File: src/rtl/eeprom_rd_pkg.sv
`timescale 1ns/1ps
package eeprom_rd_pkg;

  // Bus-level primitives handed to the bit engine
  typedef enum logic [1:0] {
    BC_START = 2'd0,
    BC_STOP  = 2'd1,
    BC_WBIT  = 2'd2,
    BC_RBIT  = 2'd3
  } bus_cmd_e;

  // Transaction sequencer states
  typedef enum logic [3:0] {
    SQ_IDLE,
    SQ_START,
    SQ_TXBYTE,
    SQ_RXACK,
    SQ_RXBYTE,
    SQ_HOLD,
    SQ_TXACK,
    SQ_STOP,
    SQ_FIN
  } seq_state_e;

  // Byte slots sent by the master
  localparam logic [1:0] SEL_DEVW = 2'd0;
  localparam logic [1:0] SEL_AHI  = 2'd1;
  localparam logic [1:0] SEL_ALO  = 2'd2;
  localparam logic [1:0] SEL_DEVR = 2'd3;

endpackage

File: src/rtl/i2c_bit_phy.sv
`timescale 1ns/1ps
module i2c_bit_phy
  import eeprom_rd_pkg::*;
#(
  parameter int HALF_CYC = 250
) (
  input  logic     clk,
  input  logic     rst_n,
  input  logic     cmd_valid_i,
  input  bus_cmd_e cmd_i,
  input  logic     cmd_bit_i,
  output logic     cmd_done_o,
  output logic     rx_bit_o,
  output logic     scl_oe_o,
  output logic     sda_oe_o,
  input  logic     sda_i
);

  localparam int QTR = HALF_CYC / 2;
  localparam int QW  = (QTR > 1) ? $clog2(QTR) : 1;
  localparam logic [QW-1:0] QLAST = QW'(QTR - 1);

  logic          active_q, active_d;
  logic [1:0]    qtr_q, qtr_d;
  logic [QW-1:0] cnt_q, cnt_d;
  bus_cmd_e      cmd_q, cmd_d;
  logic          bit_q, bit_d;
  logic          scl_lo_q, scl_lo_d;
  logic          sda_lo_q, sda_lo_d;
  logic          rx_q, rx_d;
  logic [1:0]    sync_q;
  logic          qend;

  // {pull SCL low, pull SDA low} for each quarter of a primitive
  function automatic logic [1:0] drive_of(bus_cmd_e c, logic b, logic [1:0] q);
    logic [1:0] r;
    case (c)
      BC_START: case (q)
                  2'd0:    r = 2'b10;
                  2'd1:    r = 2'b00;
                  2'd2:    r = 2'b01;
                  default: r = 2'b11;
                endcase
      BC_STOP:  case (q)
                  2'd0:    r = 2'b11;
                  2'd1:    r = 2'b01;
                  default: r = 2'b00;
                endcase
      BC_WBIT:  r = {~q[1], ~b};
      default:  r = {~q[1], 1'b0};
    endcase
    return r;
  endfunction

  assign qend       = active_q && (cnt_q == QLAST);
  assign cmd_done_o = qend && (qtr_q == 2'd3);
  assign rx_bit_o   = rx_q;
  assign scl_oe_o   = scl_lo_q;
  assign sda_oe_o   = sda_lo_q;

  always_comb begin
    active_d = active_q;
    qtr_d    = qtr_q;
    cnt_d    = cnt_q;
    cmd_d    = cmd_q;
    bit_d    = bit_q;
    scl_lo_d = scl_lo_q;
    sda_lo_d = sda_lo_q;
    rx_d     = rx_q;
    if (!active_q) begin
      if (cmd_valid_i) begin
        active_d = 1'b1;
        qtr_d    = 2'd0;
        cnt_d    = '0;
        cmd_d    = cmd_i;
        bit_d    = cmd_bit_i;
        {scl_lo_d, sda_lo_d} = drive_of(cmd_i, cmd_bit_i, 2'd0);
      end
    end else if (qend) begin
      cnt_d = '0;
      if (qtr_q == 2'd2) rx_d = sync_q[1];   // middle of SCL high
      if (qtr_q == 2'd3) begin
        active_d = 1'b0;
        if (cmd_q != BC_STOP) scl_lo_d = 1'b1; // park with SCL low
      end else begin
        qtr_d = qtr_q + 2'd1;
        {scl_lo_d, sda_lo_d} = drive_of(cmd_q, bit_q, qtr_q + 2'd1);
      end
    end else begin
      cnt_d = cnt_q + 1'b1;
    end
  end

  always_ff @(posedge clk or negedge rst_n) begin
    if (!rst_n) begin
      active_q <= 1'b0;
      qtr_q    <= 2'd0;
      cnt_q    <= '0;
      cmd_q    <= BC_STOP;
      bit_q    <= 1'b0;
      scl_lo_q <= 1'b0;
      sda_lo_q <= 1'b0;
      rx_q     <= 1'b1;
      sync_q   <= 2'b11;
    end else begin
      active_q <= active_d;
      qtr_q    <= qtr_d;
      cnt_q    <= cnt_d;
      cmd_q    <= cmd_d;
      bit_q    <= bit_d;
      scl_lo_q <= scl_lo_d;
      sda_lo_q <= sda_lo_d;
      rx_q     <= rx_d;
      sync_q   <= {sync_q[0], sda_i};
    end
  end


  sda_edge_chk: assert property (@(posedge clk) disable iff (!rst_n)
    (!scl_lo_q && !$past(scl_lo_q) && (sda_lo_q != $past(sda_lo_q)))
      |-> (cmd_q == BC_START || cmd_q == BC_STOP));

endmodule

File: src/rtl/eeprom_rd_seq.sv
`timescale 1ns/1ps
module eeprom_rd_seq
  import eeprom_rd_pkg::*;
#(
  parameter int HALF_CYC = 250,
  parameter int LEN_W    = 8
) (
  input  logic             clk,
  input  logic             rst_n,
  input  logic             start_i,
  input  logic [1:0]       mode_i,
  input  logic [6:0]       dev_addr_i,
  input  logic [15:0]      word_addr_i,
  input  logic [LEN_W-1:0] len_m1_i,
  output logic             busy_o,
  output logic             done_o,
  output logic             err_o,
  output logic [7:0]       rd_data_o,
  output logic             rd_valid_o,
  input  logic             rd_ready_i,
  output logic             scl_oe_o,
  output logic             sda_oe_o,
  input  logic             sda_i
);

  logic [1:0] rst_pipe_q;
  logic       rst_ni;

  // asynchronous assert, synchronous release
  always_ff @(posedge clk or negedge rst_n) begin
    if (!rst_n) rst_pipe_q <= 2'b00;
    else        rst_pipe_q <= {rst_pipe_q[0], 1'b1};
  end
  assign rst_ni = rst_pipe_q[1];

  seq_state_e       st_q, st_d;
  logic             cur_q, cur_d, seta_q, seta_d, err_q, err_d;
  logic [6:0]       dev_q, dev_d;
  logic [15:0]      wa_q, wa_d;
  logic [LEN_W-1:0] left_q, left_d;
  logic [1:0]       sel_q, sel_d;
  logic [2:0]       bcnt_q, bcnt_d;
  logic [7:0]       sh_q, sh_d;

  logic     cmd_valid, cmd_bit, cmd_done, rx_bit;
  bus_cmd_e cmd;

  function automatic logic [7:0] byte_of(logic [1:0] s, logic [6:0] d, logic [15:0] w);
    logic [7:0] r;
    case (s)
      SEL_DEVW: r = {d, 1'b0};
      SEL_AHI:  r = w[15:8];
      SEL_ALO:  r = w[7:0];
      default:  r = {d, 1'b1};
    endcase
    return r;
  endfunction

  i2c_bit_phy #(.HALF_CYC(HALF_CYC)) phy_i (
    .clk         (clk),
    .rst_n       (rst_ni),
    .cmd_valid_i (cmd_valid),
    .cmd_i       (cmd),
    .cmd_bit_i   (cmd_bit),
    .cmd_done_o  (cmd_done),
    .rx_bit_o    (rx_bit),
    .scl_oe_o    (scl_oe_o),
    .sda_oe_o    (sda_oe_o),
    .sda_i       (sda_i)
  );

  always_comb begin
    st_d = st_q;  cur_d = cur_q;  seta_d = seta_q;  err_d = err_q;
    dev_d = dev_q;  wa_d = wa_q;  left_d = left_q;  sel_d = sel_q;
    bcnt_d = bcnt_q;  sh_d = sh_q;
    cmd_valid = 1'b0;  cmd = BC_START;  cmd_bit = 1'b0;
    case (st_q)
      SQ_IDLE: if (start_i) begin
        cur_d  = mode_i[1];
        seta_d = !mode_i[1] && mode_i[0];
        dev_d  = dev_addr_i;
        wa_d   = word_addr_i;
        left_d = len_m1_i;
        sel_d  = mode_i[1] ? SEL_DEVR : SEL_DEVW;
        err_d  = 1'b0;
        st_d   = SQ_START;
      end
      SQ_START: begin
        cmd_valid = 1'b1;
        cmd       = BC_START;
        if (cmd_done) begin
          sh_d   = byte_of(sel_q, dev_q, wa_q);
          bcnt_d = 3'd0;
          st_d   = SQ_TXBYTE;
        end
      end
      SQ_TXBYTE: begin
        cmd_valid = 1'b1;
        cmd       = BC_WBIT;
        cmd_bit   = sh_q[7];
        if (cmd_done) begin
          sh_d   = {sh_q[6:0], 1'b0};
          bcnt_d = bcnt_q + 3'd1;
          if (bcnt_q == 3'd7) st_d = SQ_RXACK;
        end
      end
      SQ_RXACK: begin
        cmd_valid = 1'b1;
        cmd       = BC_RBIT;
        if (cmd_done) begin
          bcnt_d = 3'd0;
          if (rx_bit) begin
            err_d = 1'b1;
            st_d  = SQ_STOP;
          end else if (sel_q == SEL_DEVR) begin
            st_d = SQ_RXBYTE;
          end else if (sel_q == SEL_ALO) begin
            sel_d = SEL_DEVR;
            st_d  = seta_q ? SQ_STOP : SQ_START;
          end else begin
            sel_d = sel_q + 2'd1;
            sh_d  = byte_of(sel_q + 2'd1, dev_q, wa_q);
            st_d  = SQ_TXBYTE;
          end
        end
      end
      SQ_RXBYTE: begin
        cmd_valid = 1'b1;
        cmd       = BC_RBIT;
        if (cmd_done) begin
          sh_d   = {sh_q[6:0], rx_bit};
          bcnt_d = bcnt_q + 3'd1;
          if (bcnt_q == 3'd7) st_d = SQ_HOLD;
        end
      end
      SQ_HOLD: if (rd_ready_i) st_d = SQ_TXACK;
      SQ_TXACK: begin
        cmd_valid = 1'b1;
        cmd       = BC_WBIT;
        cmd_bit   = (left_q == '0);
        if (cmd_done) begin
          bcnt_d = 3'd0;
          if (left_q == '0) st_d = SQ_STOP;
          else begin
            left_d = left_q - LEN_W'(1);
            st_d   = SQ_RXBYTE;
          end
        end
      end
      SQ_STOP: begin
        cmd_valid = 1'b1;
        cmd       = BC_STOP;
        if (cmd_done) st_d = SQ_FIN;
      end
      default: st_d = SQ_IDLE;
    endcase
  end

  always_ff @(posedge clk or negedge rst_ni) begin
    if (!rst_ni) begin
      st_q <= SQ_IDLE;  cur_q <= 1'b0;  seta_q <= 1'b0;  err_q <= 1'b0;
      dev_q <= '0;  wa_q <= '0;  left_q <= '0;  sel_q <= SEL_DEVW;
      bcnt_q <= '0;  sh_q <= '0;
    end else begin
      st_q <= st_d;  cur_q <= cur_d;  seta_q <= seta_d;  err_q <= err_d;
      dev_q <= dev_d;  wa_q <= wa_d;  left_q <= left_d;  sel_q <= sel_d;
      bcnt_q <= bcnt_d;  sh_q <= sh_d;
    end
  end

  assign busy_o     = (st_q != SQ_IDLE);
  assign done_o     = (st_q == SQ_FIN);
  assign err_o      = (st_q == SQ_FIN) && err_q;
  assign rd_valid_o = (st_q == SQ_HOLD);
  assign rd_data_o  = sh_q;


  hold_scl_chk: assert property (@(posedge clk) disable iff (!rst_ni)
    rd_valid_o |-> scl_oe_o);


  hold_data_chk: assert property (@(posedge clk) disable iff (!rst_ni)
    (rd_valid_o && !rd_ready_i) |=> (rd_valid_o && $stable(rd_data_o)));


  done_bus_chk: assert property (@(posedge clk) disable iff (!rst_ni)
    done_o |-> (!scl_oe_o && !sda_oe_o));


  seta_nodata_chk: assert property (@(posedge clk) disable iff (!rst_ni)
    seta_q |-> !rd_valid_o);

endmodule

File: config.mk
export PLATFORM = sky130hd
export DESIGN_NAME = eeprom_rd_seq
export DESIGN_NICKNAME = d
export VERILOG_FILES = /design/src/rtl/eeprom_rd_pkg.sv /design/src/rtl/i2c_bit_phy.sv /design/src/rtl/eeprom_rd_seq.sv
export SDC_FILE = /design/constraint.sdc
export NUM_CORES = 1
export LEC_CHECK = 0
export ABC_CLOCK_PERIOD_IN_PS = 2600
export BUFFER_PORTS_ARGS = -buffer_cell sky130_fd_sc_hd__buf_4
export CAP_MARGIN = 25
export CORE_MARGIN = 8
export CORE_UTILIZATION = 58
export CTS_CLUSTER_DIAMETER = 200
export CTS_CLUSTER_SIZE = 40
export DETAILED_ROUTE_END_ITERATION = 8
export PLACE_DENSITY = 0.8
export SYNTH_ARGS = -nofsm -noshare
export SYNTH_HDL_FRONTEND = slang
export SYNTH_SLANG_ARGS = --single-unit
File: constraint.sdc
create_clock -name clk -period 2.6 [get_ports clk]
set_clock_uncertainty 0.2 [all_clocks]
set_input_delay 0.13 -clock clk [delete_from_list [all_inputs] [get_ports clk]]
set_output_delay 0.13 -clock clk [all_outputs]
set_load 0.005 [all_outputs]
==> results.md <==
- Endpoints failing hold: 0
- Core ar.: 6790 µm²
- Crit-path max FO: 13
- Worst Reg2Reg Path Length in Cells: 8
- EDFF count, synth: 0
- Die Height: 99.9 µm
- Total GRT Usage: 21.6%
- Die area: 9970 µm²
- Most frequent cells in the layout: nand2_1 (115), dfrtp_1 (64), buf_4 (64)
- Vias per inst: 5.71
- Routed length per placed instance: 15.5 µm
- Pwr/cell area: 431 nW/µm²
- Reg2reg end: phy_i.sda_oe_o
- Via count: 3736
- Total CTS buffers: 9
- Met3 Usage GRT: 4.08%
- Unrepaired setup endpoints after global routing: false
- Synth Instances: 470
- Postcts setup bufs: 0
- Commonest non-fill, non-tap cell in the layout: nand2_1
- Vias in the first global route: 3791
- Post-synthesis area per instance: 8.68 µm²
- Max VDD drop: 391 µV
- Initial core utilization: 60.0%
- Post-synth ARST share: 100%
- Hold path endpoint: sel_q[1]
- Worst slew pin tran: 574 ps
- DRT Wirelength: 10.2 mm
- Finished Core Util: 75.4%
- Initial DRC count: 285
- Post-Syn Area: 4080 µm²
- Busiest layer in global routing: met2
- Leakage: 2.41 nW
- Clk_lat worst skew: 360 ps
- Post-DP HPWL: 6.98 mm
- CP required: 2640 ps
- Global route total overflow: 0
- Nets: 607
- Post-synth cell types: 61
- Max-slew headroom at the worst pin: 61.6%
- Final setup vio count: 0
- Pre-antenna DRT Iters: 7
- Primary FF master, synth: dfrtp_1
- First-pass GRT wire length: 17.5 mm
- Synth top area share: 40.5%
- Ant diodes: 0
- Synth area leader: dfrtp_1
- Die width: 99.9 µm
- Filler cell count: 488
- Hold Startpoint: start_i
- Max-cap violations: 0
- RePlAce Congestion: 0.884
- Initial antenna violation count: 0
- Final max-slew violation count: 0
- Worst-path clk slew: 80 ps
- Synthesis-to-layout area growth: 25.6%
- Multi-input logic area: 2110 µm²
- Yosys reg bits: 70
- Met1 Use GR: 26.0%
- FP Rows: 30
- Area contributors post-synth: dfrtp_1 (40%), nand2_1 (11%), ha_1 (4.9%)
- WS Path Type: reg -> reg
- Seq/Total Area, Yosys: 43.1%
- DRC Markers: 0
- Final Critical Period: 2360 ps
- GRT met2 Usage: 36.1%
- Outcome: complete, no violations
- Worst Hold Class: in -> reg
- WP data arrival: 2400 ps
- Critical Path End Type: flop
- CTS sink cnt: 70
- Critical path launch point type: flop
- R2R Setup Slk: 240 ps
- Share of cells above drive strength 1: 20.1%
- Setup TNS: 0 ps
- Pin count of the biggest net entering global routing: 69
- Max Buffers Root-to-Sink: 2
- Worst hold margin: 79.8 ps
- Final worst-path cycle share: 90.7%
- CTS HTree Levels: 3
- Mapped Nets: 524
- WHS Path Cells: 4
- Port bufs: 51
- CTS tree: built
- Register area: 1760 µm²
- Antenna Nets Post-Route: 0
- IO Pins: 52
- FF-to-FF Start: st_q[0]
- Ys Warns: 0
- Root buf cell: clkbuf_8
- Pwr Total: 2.21 mW
- Max Clk Rate: 424 MHz
==> logic make-up (layout without fill, tap and decap cells) <==
| family | count (synthesis) | count (layout) | synth area share (%) |
|---|---|---|---|
| AO/OA/AOI/OAI | 127 | 127 | 20.9 |
| XOR/XNOR | 3 | 3 | 0.644 |
| adder cells (fa/ha/maj) | 16 | 16 | 4.91 |
| buffers and inverters | 47 | 135 | 5.31 |
| flip-flops | 70 | 70 | 43.1 |
| multiplexers | 10 | 10 | 2.64 |
| other | 1 | 1 | 0.0919 |
| AND/OR/NAND/NOR | 196 | 196 | 22.5 |
==> through the flow <==
stage / instance area [µm²] / cells / setup WS, ps
2_1_floorplan: 4080 / 470 / 313
3_3_place_gp: 4550 / 601 / 293
3_5_place_dp: 4550 / 601 / 162
4_1_cts: 5120 / 654 / 166
5_1_grt: 5120 / 654 / 98.9
6_report: 5120 / 654 / 242
==> synth_stat cells (all sizes together) (3+ instances only) <==
master	number
a21oi	22
a221oi	3
a222oi	3
a22oi	21
a31oi	13
and3	3
buf	17
clkbuf	13
dfrtp	66
dfstp	4
ha	16
inv	17
mux2	6
mux2i	4
nand2	115
nand2b	4
nand3	10
nand4	4
nor2	28
nor2b	8
nor3	11
o21ai	39
o22ai	5
o31ai	3
or2	3
or3	3
xnor2	3
==> flip-flops by register name, indices dropped and copies added (netlist names) <==
| name | flops |
|---|---|
| phy_i.qtr_q | 2 |
| phy_i.cmd_q | 2 |
| phy_i.cnt_q | 7 |
| bcnt_q | 3 |
| rst_pipe_q | 2 |
| rd_data_o | 8 |
| phy_i.scl_oe_o | 1 |
| phy_i.rx_bit_o | 1 |
| phy_i.bit_q | 1 |
| st_q | 4 |
| phy_i.sda_oe_o | 1 |
| err_q | 1 |
| phy_i.active_q | 1 |
| sel_q | 2 |
| dev_q | 7 |
| phy_i.sync_q | 2 |
| wa_q | 16 |
| seta_q | 1 |
| left_q | 8 |
==> area by class of cell <==
class	count	share of cell area, %
timing repair buffer	102	17.0
inverter	17	1.25
multi-input combinational	353	41.1
clock inverter	7	1.59
clock buffer	9	2.42
sequential	70	34.3
tap	96	2.34
==> routing by layer <==
metal  wire length, µm  part of all wire [%]
met2              5110                    50
met1              4240                    42
met4               217                   2.1
met5                 0                     0
met3               593                   5.8
==> power by group <==
| group | leakage (nW) | total (mW) | internal (mW) | switching [mW] |
|---|---|---|---|---|
| Combinational | 1.42 | 0.183 | 0.100 | 0.0831 |
| Sequential | 0.893 | 1.10 | 1.09 | 0.00582 |
| Clock | 0.101 | 0.926 | 0.456 | 0.470 |
| Total | 2.41 | 2.21 | 1.65 | 0.559 |
==> critical path, cell delays in order (launching register included) <==
cell     delay [ps]
dfrtp_1         470
buf_4           190
or3_4           470
nand2_1         120
inv_1            60
ha_1            170
a22oi_1         180
o21ai_0         100
mux2_1          280
==> worst max path at each step <==
stage,endpoint,depth (start not counted),from
6_report,phy_i.sda_oe_o,8,st_q[0]
5_1_grt,phy_i.sda_oe_o,8,st_q[1]
4_1_cts,phy_i.sda_oe_o,8,st_q[1]
3_5_place_dp,phy_i.sda_oe_o,8,st_q[1]
3_3_place_gp,phy_i.sda_oe_o,8,st_q[1]
2_1_floorplan,bcnt_q[0],0,rst_pipe_q[1]
==> what timing repair did <==
action / 4_1_cts / 5_1_grt
hold buffers: 37 / 0
gates resized for setup: 0 / 1
setup endpoints to repair: 0 / 1
endpoints found under the hold margin: 36 / 0
Power figures use the tool's default switching activity.
